### src/rtl/rdisc_pkg.sv
package rdisc_pkg;

  typedef enum logic [1:0] {
    ST_IDLE   = 2'd0,
    ST_DRIVE  = 2'd1,
    ST_SETTLE = 2'd2,
    ST_HOLD   = 2'd3
  } rdisc_state_e;

  localparam logic [1:0] CAUSE_NONE   = 2'b00;
  localparam logic [1:0] CAUSE_WDOG   = 2'b01;
  localparam logic [1:0] CAUSE_CLKMON = 2'b10;

endpackage

### src/rtl/rdisc_sync.sv
module rdisc_sync #(
  parameter int   STAGES  = 2,
  parameter logic RST_VAL = 1'b1
) (
  input  logic clk,
  input  logic arst_n,
  input  logic d,
  output logic q
);

  logic [STAGES-1:0] chain_q;

  generate
    for (genvar i = 0; i < STAGES; i++) begin : g_stage
      if (i == 0) begin : g_first
        always_ff @(posedge clk or negedge arst_n) begin
          if (!arst_n) chain_q[0] <= RST_VAL;
          else         chain_q[0] <= d;
        end
      end else begin : g_next
        always_ff @(posedge clk or negedge arst_n) begin
          if (!arst_n) chain_q[i] <= RST_VAL;
          else         chain_q[i] <= chain_q[i-1];
        end
      end
    end
  endgenerate

  assign q = chain_q[STAGES-1];

endmodule

### src/rtl/rdisc_timer.sv
module rdisc_timer #(
  parameter  int MAX_LOAD = 16,
  localparam int W        = $clog2(MAX_LOAD + 1)
) (
  input  logic         clk,
  input  logic         arst_n,
  input  logic         load,
  input  logic [W-1:0] load_val,
  output logic         zero
);

  logic [W-1:0] cnt_q;

  always_ff @(posedge clk or negedge arst_n) begin
    if (!arst_n)        cnt_q <= '0;
    else if (load)      cnt_q <= load_val;
    else if (cnt_q != 0) cnt_q <= cnt_q - 1'b1;
  end

  assign zero = (cnt_q == '0);

  // the count never runs above the longest phase length
  assert_cnt_bound_R2: assert property (@(posedge clk) disable iff (!arst_n)
    cnt_q <= W'(MAX_LOAD));

endmodule

### src/rtl/rdisc_ctrl.sv
module rdisc_ctrl
  import rdisc_pkg::*;
#(
  parameter int DRIVE_CYC = 16,
  parameter int SETTLE_CYC = 8,
  parameter int CNT_W = 5
) (
  input  logic             clk,
  input  logic             arst_n,
  input  logic             pin_s,
  input  logic             int_req,
  input  logic [1:0]       int_cause,
  input  logic             tmr_zero,
  output logic             tmr_load,
  output logic [CNT_W-1:0] tmr_val,
  output logic             pin_pull,
  output logic             chip_rst,
  output logic             ext_flag,
  output logic [1:0]       cause_code
);

  rdisc_state_e state_q, state_d;
  logic         ext_q, ext_d;
  logic [1:0]   cause_q, cause_d;

  always_comb begin
    state_d  = state_q;
    ext_d    = ext_q;
    cause_d  = cause_q;
    tmr_load = 1'b0;
    tmr_val  = '0;
    unique case (state_q)
      ST_IDLE: begin
        if (int_req) begin
          state_d  = ST_DRIVE;
          tmr_load = 1'b1;
          tmr_val  = CNT_W'(DRIVE_CYC - 1);
          ext_d    = 1'b0;
          cause_d  = int_cause;
        end else if (!pin_s) begin
          state_d = ST_HOLD;
          ext_d   = 1'b1;
          cause_d = CAUSE_NONE;
        end
      end
      ST_DRIVE: begin
        if (tmr_zero) begin
          state_d  = ST_SETTLE;
          tmr_load = 1'b1;
          tmr_val  = CNT_W'(SETTLE_CYC - 1);
        end
      end
      ST_SETTLE: begin
        if (tmr_zero) begin
          if (pin_s) begin
            state_d = ST_IDLE;
          end else begin
            state_d = ST_HOLD;
            ext_d   = 1'b1;
            cause_d = CAUSE_NONE;
          end
        end
      end
      ST_HOLD: begin
        if (pin_s) state_d = ST_IDLE;
      end
      default: state_d = ST_IDLE;
    endcase
  end

  always_ff @(posedge clk or negedge arst_n) begin
    if (!arst_n) begin
      state_q <= ST_IDLE;
      ext_q   <= 1'b0;
      cause_q <= CAUSE_NONE;
    end else begin
      state_q <= state_d;
      ext_q   <= ext_d;
      cause_q <= cause_d;
    end
  end

  assign pin_pull   = (state_q == ST_DRIVE);
  assign chip_rst   = (state_q != ST_IDLE);
  assign ext_flag   = ext_q;
  assign cause_code = cause_q;

  // checker-only run length of the pull burst
  logic [CNT_W:0] pull_run_q;
  always_ff @(posedge clk or negedge arst_n) begin
    if (!arst_n)       pull_run_q <= '0;
    else if (pin_pull) pull_run_q <= pull_run_q + 1'b1;
    else               pull_run_q <= '0;
  end

  // every pull burst ends after exactly DRIVE_CYC cycles
  assert_pull_len_R2: assert property (@(posedge clk) disable iff (!arst_n)
    $fell(pin_pull) |-> (pull_run_q == (CNT_W+1)'(DRIVE_CYC)));

  // the latched cause is frozen while the pin is being driven
  assert_cause_frozen_R9: assert property (@(posedge clk) disable iff (!arst_n)
    (state_q == ST_DRIVE) |=> $stable(cause_q));

  // an external classification always clears the cause
  assert_ext_clears_R5: assert property (@(posedge clk) disable iff (!arst_n)
    $rose(ext_q) |-> (cause_q == CAUSE_NONE));

  // the held reset is released only after a high synchronized pin
  assert_release_high_R4: assert property (@(posedge clk) disable iff (!arst_n)
    $fell(chip_rst) |-> $past(pin_s));

endmodule

### src/rtl/reset_origin_classifier.sv
module reset_origin_classifier #(
  parameter int DRIVE_CYC   = 16,
  parameter int SETTLE_CYC  = 8,
  parameter int SYNC_STAGES = 2
) (
  input  logic       clk,
  input  logic       arst_n,
  input  logic       pin_in,
  input  logic       int_req,
  input  logic [1:0] int_cause,
  output logic       pin_pull,
  output logic       chip_rst,
  output logic       ext_flag,
  output logic [1:0] cause_code
);

  localparam int MAX_LOAD = (DRIVE_CYC > SETTLE_CYC) ? DRIVE_CYC : SETTLE_CYC;
  localparam int CNT_W    = $clog2(MAX_LOAD + 1);

  logic             pin_s;
  logic             tmr_load;
  logic             tmr_zero;
  logic [CNT_W-1:0] tmr_val;

  rdisc_sync #(.STAGES(SYNC_STAGES), .RST_VAL(1'b1)) u_sync (
    .clk    (clk),
    .arst_n (arst_n),
    .d      (pin_in),
    .q      (pin_s)
  );

  rdisc_timer #(.MAX_LOAD(MAX_LOAD)) u_timer (
    .clk      (clk),
    .arst_n   (arst_n),
    .load     (tmr_load),
    .load_val (tmr_val),
    .zero     (tmr_zero)
  );

  rdisc_ctrl #(
    .DRIVE_CYC  (DRIVE_CYC),
    .SETTLE_CYC (SETTLE_CYC),
    .CNT_W      (CNT_W)
  ) u_ctrl (
    .clk        (clk),
    .arst_n     (arst_n),
    .pin_s      (pin_s),
    .int_req    (int_req),
    .int_cause  (int_cause),
    .tmr_zero   (tmr_zero),
    .tmr_load   (tmr_load),
    .tmr_val    (tmr_val),
    .pin_pull   (pin_pull),
    .chip_rst   (chip_rst),
    .ext_flag   (ext_flag),
    .cause_code (cause_code)
  );

  // an idle low pin with no request enters the external path undriven
  assert_direct_ext_R8: assert property (@(posedge clk) disable iff (!arst_n)
    (!chip_rst && !int_req && !pin_s) |=> (chip_rst && !pin_pull && ext_flag));

endmodule

### config.mk
export PLATFORM = sky130hd
export DESIGN_NAME = reset_origin_classifier
export DESIGN_NICKNAME = d
export VERILOG_FILES = /design/src/rtl/rdisc_pkg.sv /design/src/rtl/rdisc_sync.sv /design/src/rtl/rdisc_timer.sv /design/src/rtl/rdisc_ctrl.sv /design/src/rtl/reset_origin_classifier.sv
export SDC_FILE = /design/constraint.sdc
export NUM_CORES = 1
export LEC_CHECK = 0
export BUFFER_PORTS_ARGS = -buffer_cell sky130_fd_sc_hd__buf_2
export CAP_MARGIN = 10
export CORE_UTILIZATION = 33
export CTS_CLUSTER_SIZE = 10
export DETAILED_ROUTE_END_ITERATION = 10
export SYNTH_ARGS = -nofsm -noshare
export SYNTH_HDL_FRONTEND = slang
export SYNTH_SLANG_ARGS = --single-unit
### constraint.sdc
create_clock -name clk -period 3 [get_ports clk]
set_input_delay 0.6 -clock clk [delete_from_list [all_inputs] [get_ports clk]]
set_output_delay 0.6 -clock clk [all_outputs]
set_load 0.005 [all_outputs]
==> results of run 1 <==
state kept, by name (all words and copies together) (netlist names):
signal	flops
u_ctrl.cause_code	2
u_ctrl.ext_flag	1
u_ctrl.state_q	2
u_sync.chain_q	1
u_sync.q	1
u_timer.cnt_q	5
per-layer routing:
metal | vias up | track usage | routed length (um)
li1 | 198 | - | -
met1 | 205 | 0.1405 | 426
met2 | 11 | 0.1754 | 469
met3 | 0 | 0.06466 | 54
met4 | 0 | 0.01875 | 0
met5 | - | 0 | 0
report_power, final:
group          switching, mW  internal [mW]  total [mW]  leakage, nW
logic                  0.111          0.117       0.228        0.126
clock network         0.0500         0.0514       0.101       0.0150
registers             0.0621          0.224       0.286        0.142
cell type report:
class                           count  area (um2)  area share
Sequential cell                    12       302.8      0.4783
Multi-Input combinational cell     30       215.2      0.3399
Timing Repair Buffer               10       50.05     0.07905
Clock buffer                        4       26.28     0.04150
Tap cell                           16       20.02     0.03162
Inverter                            5       18.77     0.02964
critical path: cells and delay by family, from the launching register on:
family                 cells  cell delay, ns
AND/OR/NAND/NOR            1            0.39
flip-flops                 1            0.43
buffers and inverters      1            0.19
worst paths after layout:
kind,slack [ns],start,cells after the start,to
setup / recovery,1.13,u_ctrl.state_q[0],2,pin_pull
hold / removal,0.19,arst_n,1,u_timer.cnt_q[1]
setup reg to reg,1.24,u_timer.cnt_q[0],5,u_ctrl.cause_code[0]
hold reg to reg,0.36,u_sync.chain_q[0],0,u_sync.q
max in group asynchronous,2.53,arst_n,1,u_sync.q
min in group clk,0.36,u_sync.chain_q[0],0,u_sync.q
Yosys cell counts, drive strengths merged:
master,n
dfstp,2
o311a,1
o21ai,4
xnor2,1
or4b,1
nand2,3
o21a,1
dfrtp,10
nor2,2
o211ai,1
o22ai,2
inv,5
or3b,1
o21bai,1
a211oi,1
or2,1
a222oi,1
and2,1
nor4b,1
nor2b,2
a221o,1
clkbuf,1
ha,1
nor3,3
through the flow:
stage | area [um2] | total power, mW | instances | utilization
global placement | 606.8 | 0.5155 | 73 | 0.3982
CTS | 633.1 | 0.6262 | 77 | 0.4154
finish | 633.1 | 0.6156 | 77 | 0.4154
floorplan | 540.5 | 0.4415 | 48 | -
global route | 633.1 | 0.6662 | 77 | 0.4154
detailed placement | 606.8 | 0.5196 | 73 | 0.3982
kinds of logic after synthesis:
family / count (synthesis) / share of synthesized area
XOR/XNOR: 1 / 0.01621
adder cells (fa/ha/maj): 1 / 0.02314
flip-flops: 12 / 0.5602
AND/OR/NAND/NOR: 15 / 0.1782
AO/OA/AOI/OAI: 13 / 0.1806
buffers and inverters: 6 / 0.04166
==> impl_metrics.env, run 1 <==
export IMPL_outcome="complete, no violations"
export IMPL_place_hpwl_um=701.7
export IMPL_ant_nets=0
export IMPL_drtIter0Drc=8
export IMPL_rsz0062_at_grt="false"
export IMPL_dieWidth_um=42.47
export IMPL_synth_nets=55
export IMPL_die_area_um2=1804
export IMPL_cts_max_level=1
export IMPL_clk_latency_ns=0.27
export IMPL_finalHoldViolCount=0
export IMPL_nNetsFinal=69
export IMPL_crit_type="flip-flop to primary output"
export IMPL_clockBufferDepth=2
export IMPL_cp_slowest_cell="dfrtp_1"
export IMPL_areaGrowthSynthToFinish_pct=17.13
export IMPL_grt_start_max_net_pins=13
export IMPL_ys_warnings_count=0
export IMPL_grt_pass1_vias=376
export IMPL_avgSynthCellArea_um2=11.26
export IMPL_grt_usage=0.1137
export IMPL_drv_slew=0
export IMPL_arrival_ns=1.27
export IMPL_die_y_um=42.47
export IMPL_cts_buffers=3
export IMPL_synth_top_cell_area_share=0.4630
export IMPL_timing_critical_path_cells="nor2b_1, buf_2"
export IMPL_tightest_slew_ns=0.4779
export IMPL_drv_cap=0
export IMPL_avgViaCountPerCell=5.377
export IMPL_wirelength_um=949
export IMPL_fillers=150
export IMPL_initial_utilization=0.3547
export IMPL_cts_sinks=12
export IMPL_post_cts_setup_buffer_count=0
export IMPL_grt_overflow=0
export IMPL_endpoint_kind="primary output"
export IMPL_hold_slack_ns=0.1857
export IMPL_synth_cell_type_count=24
export IMPL_cp_max_fo=6
export IMPL_antenna_found_initial=0
export IMPL_drcViolationCount=0
export IMPL_cp_start_kind="flip-flop"
export IMPL_finalCriticalPeriod_ns=1.871
export IMPL_fin_worst_skew_ns=0.01466
export IMPL_layout_setup_ws_ns=1.129
export IMPL_coreArea_um2=1524
export IMPL_cts_tree="done"
export IMPL_drive_above_1_share=0.3279
export IMPL_pre_cts_ws_ns=1.251
export IMPL_cts_root_buf="clkbuf_4"
export IMPL_power_density_nw_per_um2=972.4
export IMPL_slowest_delay_ns=0.43
export IMPL_port_buffers=10
export IMPL_worstHoldPathType="input pin to asynchronous set/reset pin"
export IMPL_cts_hold_buf=0
export IMPL_first_pass_iters=4
export IMPL_path_clk_slew_ns=0.08
export IMPL_ys_seq_area_frac=0.5602
export IMPL_post_cts_resized=0
export IMPL_final_cell_mix="10 x buf_2, 10 x dfrtp_1, 5 x inv_1"
export IMPL_synth_area_leaders="dfrtp_1 46%, dfstp_2 9.7%, o21ai_0 3.7%, inv_1 3.5%, nor3_1 2.8%"
export IMPL_grt_first_pass_wirelength_mm=1.511
export IMPL_routedWlPerCell_um=12.32
export IMPL_setup_tns_final_ns=0
export IMPL_synth_seq_cells=12
export IMPL_io_pins=11
export IMPL_cp_data_required_time_ns=2.40
export IMPL_setup_violations=0
export IMPL_std_cell_rows=14
export IMPL_via_count=414
export IMPL_gp_congestion=0.7142
export IMPL_synth_area_um2=540.5
export IMPL_finalCritPeriodShare=0.6236
export IMPL_fmax_mhz=534.5
export IMPL_p_leak_nw=0.2826
export IMPL_peakVddDrop_mv=0.3759
export IMPL_syn_inst=48
export IMPL_synth_area_leader_cell="dfrtp_1"
export IMPL_slew_limit_headroom=0.6806
export IMPL_diodes=0
(Power assumes the default switching activity.)
==> inputs of run 2 (changes only) <==
clock period = 1.86 ns   (was 3 ns; I/O delays follow)
==> run 2 against run 1 <==
Sequential cell count unchanged. Highest routed layer is now met4. Register-to-register slack got worse by 1.1 ns. Routed wire length fell by 4.6%. Largest cell class unchanged. Clock power grew 100%. Global-route usage rose by 0.46 points. Clock-buffer cell count is the same.
==> impl_metrics.env, run 2 (same netlist as run 1, synthesis figures left out) <==
export IMPL_outcome="complete, no violations"
export IMPL_cts_root_buf="clkbuf_4"
export IMPL_post_cts_setup_buffer_count=0
export IMPL_coreArea_um2=1524
export IMPL_timing_critical_path_cells="inv_1, ha_1, or4b_4, a211oi_4, o22ai_1"
export IMPL_largest_reg_flops=5
export IMPL_layout_setup_ws_ns=0.1298
export IMPL_grt_overflow=0
export IMPL_io_pins=11
export IMPL_cp_start_kind="flip-flop"
export IMPL_rsz0062_at_grt="false"
export IMPL_drive_above_1_share=0.3492
export IMPL_grt_start_max_net_pins=13
export IMPL_tightest_slew_ns=0.4023
export IMPL_ant_nets=0
export IMPL_routedWlPerCell_um=11.46
export IMPL_cts_sinks=12
export IMPL_endpoint_kind="flip-flop"
export IMPL_wirelength_um=905
export IMPL_areaGrowthSynthToFinish_pct=23.61
export IMPL_antenna_found_initial=0
export IMPL_peakVddDrop_mv=0.7279
export IMPL_fmax_mhz=578.0
export IMPL_slew_limit_headroom=0.7313
export IMPL_finalCriticalPeriod_ns=1.730
export IMPL_fin_worst_skew_ns=0.002316
export IMPL_grt_pass1_vias=375
export IMPL_setup_violations=0
export IMPL_drv_cap=0
export IMPL_gp_congestion=0.7123
export IMPL_clk_latency_ns=0.27
export IMPL_crit_type="flip-flop to flip-flop"
export IMPL_first_pass_iters=4
export IMPL_cp_max_fo=5
export IMPL_power_density_nw_per_um2=1569
export IMPL_finalHoldViolCount=0
export IMPL_std_cell_rows=14
export IMPL_r2r_start="u_timer.cnt_q[0]"
export IMPL_reg2reg_slack_ns=0.13
export IMPL_fillers=139
export IMPL_nNetsFinal=71
export IMPL_final_cell_mix="10 x buf_2, 10 x dfrtp_1, 5 x inv_1"
export IMPL_grt_usage=0.1183
export IMPL_clockBufferDepth=2
export IMPL_reg2regPathDepth=5
export IMPL_top_register="u_timer.cnt_q"
export IMPL_setup_tns_final_ns=0
export IMPL_initial_utilization=0.3547
export IMPL_path_clk_slew_ns=0.07
export IMPL_place_hpwl_um=661.1
export IMPL_die_area_um2=1804
export IMPL_cts_tree="done"
export IMPL_min_from="pin_in"
export IMPL_reg2reg_to="u_ctrl.cause_code[0]"
export IMPL_drtIter0Drc=10
export IMPL_via_count=407
export IMPL_grt_first_pass_wirelength_mm=1.573
export IMPL_die_y_um=42.47
export IMPL_drv_slew=0
export IMPL_arrival_ns=1.88
export IMPL_drcViolationCount=0
export IMPL_holdPathStages=1
export IMPL_finalCritPeriodShare=0.9302
export IMPL_worstHoldPathType="input pin to flip-flop"
export IMPL_avgViaCountPerCell=5.152
export IMPL_port_buffers=10
export IMPL_dieWidth_um=42.47
export IMPL_slowest_delay_ns=0.52
export IMPL_cts_buffers=3
export IMPL_cp_slowest_cell="or4b_4"
export IMPL_p_leak_nw=0.2988
export IMPL_diodes=0
export IMPL_cp_data_required_time_ns=2.01
export IMPL_cts_max_level=1
export IMPL_pre_cts_ws_ns=0.1378
export IMPL_whs_endpoint="u_sync.chain_q[0]"
-- run 2: cell types whose count changed in the layout (fill, tap and decap cells not counted) --
cell / change
a211oi_2: -1
a211oi_4: +1
dlygate4sd3_1: +1
clkbuf_8: +1
clkbuf_1: -1
buf_4: +1
-- run 2: layout make-up --
class / instances / area (um2) / area share
inverters: 5 / 18.77 / 0.02809
flip-flops and latches: 12 / 302.8 / 0.4532
well taps: 16 / 20.02 / 0.02996
repair buffers: 12 / 67.56 / 0.1011
clock buffers: 4 / 36.28 / 0.05431
multi-input cells: 30 / 222.7 / 0.3333
-- run 2: worst max-delay path: cells and delay by family, from the launching register on --
| kind | cells | cell delay [ns] |
|---|---|---|
| AO/OA/AOI/OAI | 2 | 0.41 |
| adder cells (fa/ha/maj) | 1 | 0.19 |
| buffers and inverters | 1 | 0.09 |
| flip-flops | 1 | 0.40 |
| AND/OR/NAND/NOR | 1 | 0.52 |
-- run 2: power breakdown --
part	switching (mW)	internal (mW)	total, mW
clock	0.0847	0.119	0.204
sequential	0.106	0.362	0.468
combinational	0.177	0.199	0.376
-- run 2: per-stage QoR --
stage	util	area [um2]	instances	hold WS (ns)	power (mW)
after global placement	0.4031	614.3	74	0.2629	0.8389
after floorplan	-	540.5	48	0.07641	0.7121
after detailed placement	0.4031	614.3	74	0.2622	0.8399
after global routing	0.4384	668.1	79	0.1726	1.140
after CTS	0.4335	660.6	79	0.1886	1.048
final	0.4384	668.1	79	0.1931	1.048
-- run 2: how the worst max path moves through the flow --
stage / end / cells after the start / from
2_1_floorplan: u_ctrl.cause_code[0] / 5 / u_timer.cnt_q[0]
3_3_place_gp: u_ctrl.cause_code[0] / 5 / u_timer.cnt_q[0]
3_5_place_dp: u_ctrl.cause_code[0] / 5 / u_timer.cnt_q[0]
4_1_cts: u_ctrl.cause_code[0] / 5 / u_timer.cnt_q[0]
5_1_grt: u_ctrl.cause_code[1] / 5 / u_timer.cnt_q[0]
6_report: u_ctrl.cause_code[0] / 5 / u_timer.cnt_q[0]
-- run 2: timing repair --
action | CTS | global route
resized for setup | 0 | 1
hold endpoints to repair | 10 | 0
hold buffers | 1 | 0
setup endpoints to repair | 0 | 1
-- run 2: routing by layer --
layer | wire (um) | GRT usage
met1 | 438 | 0.1409
met2 | 406 | 0.1815
met3 | 53 | 0.07759
met4 | 7 | 0.01875
met5 | 0 | 0
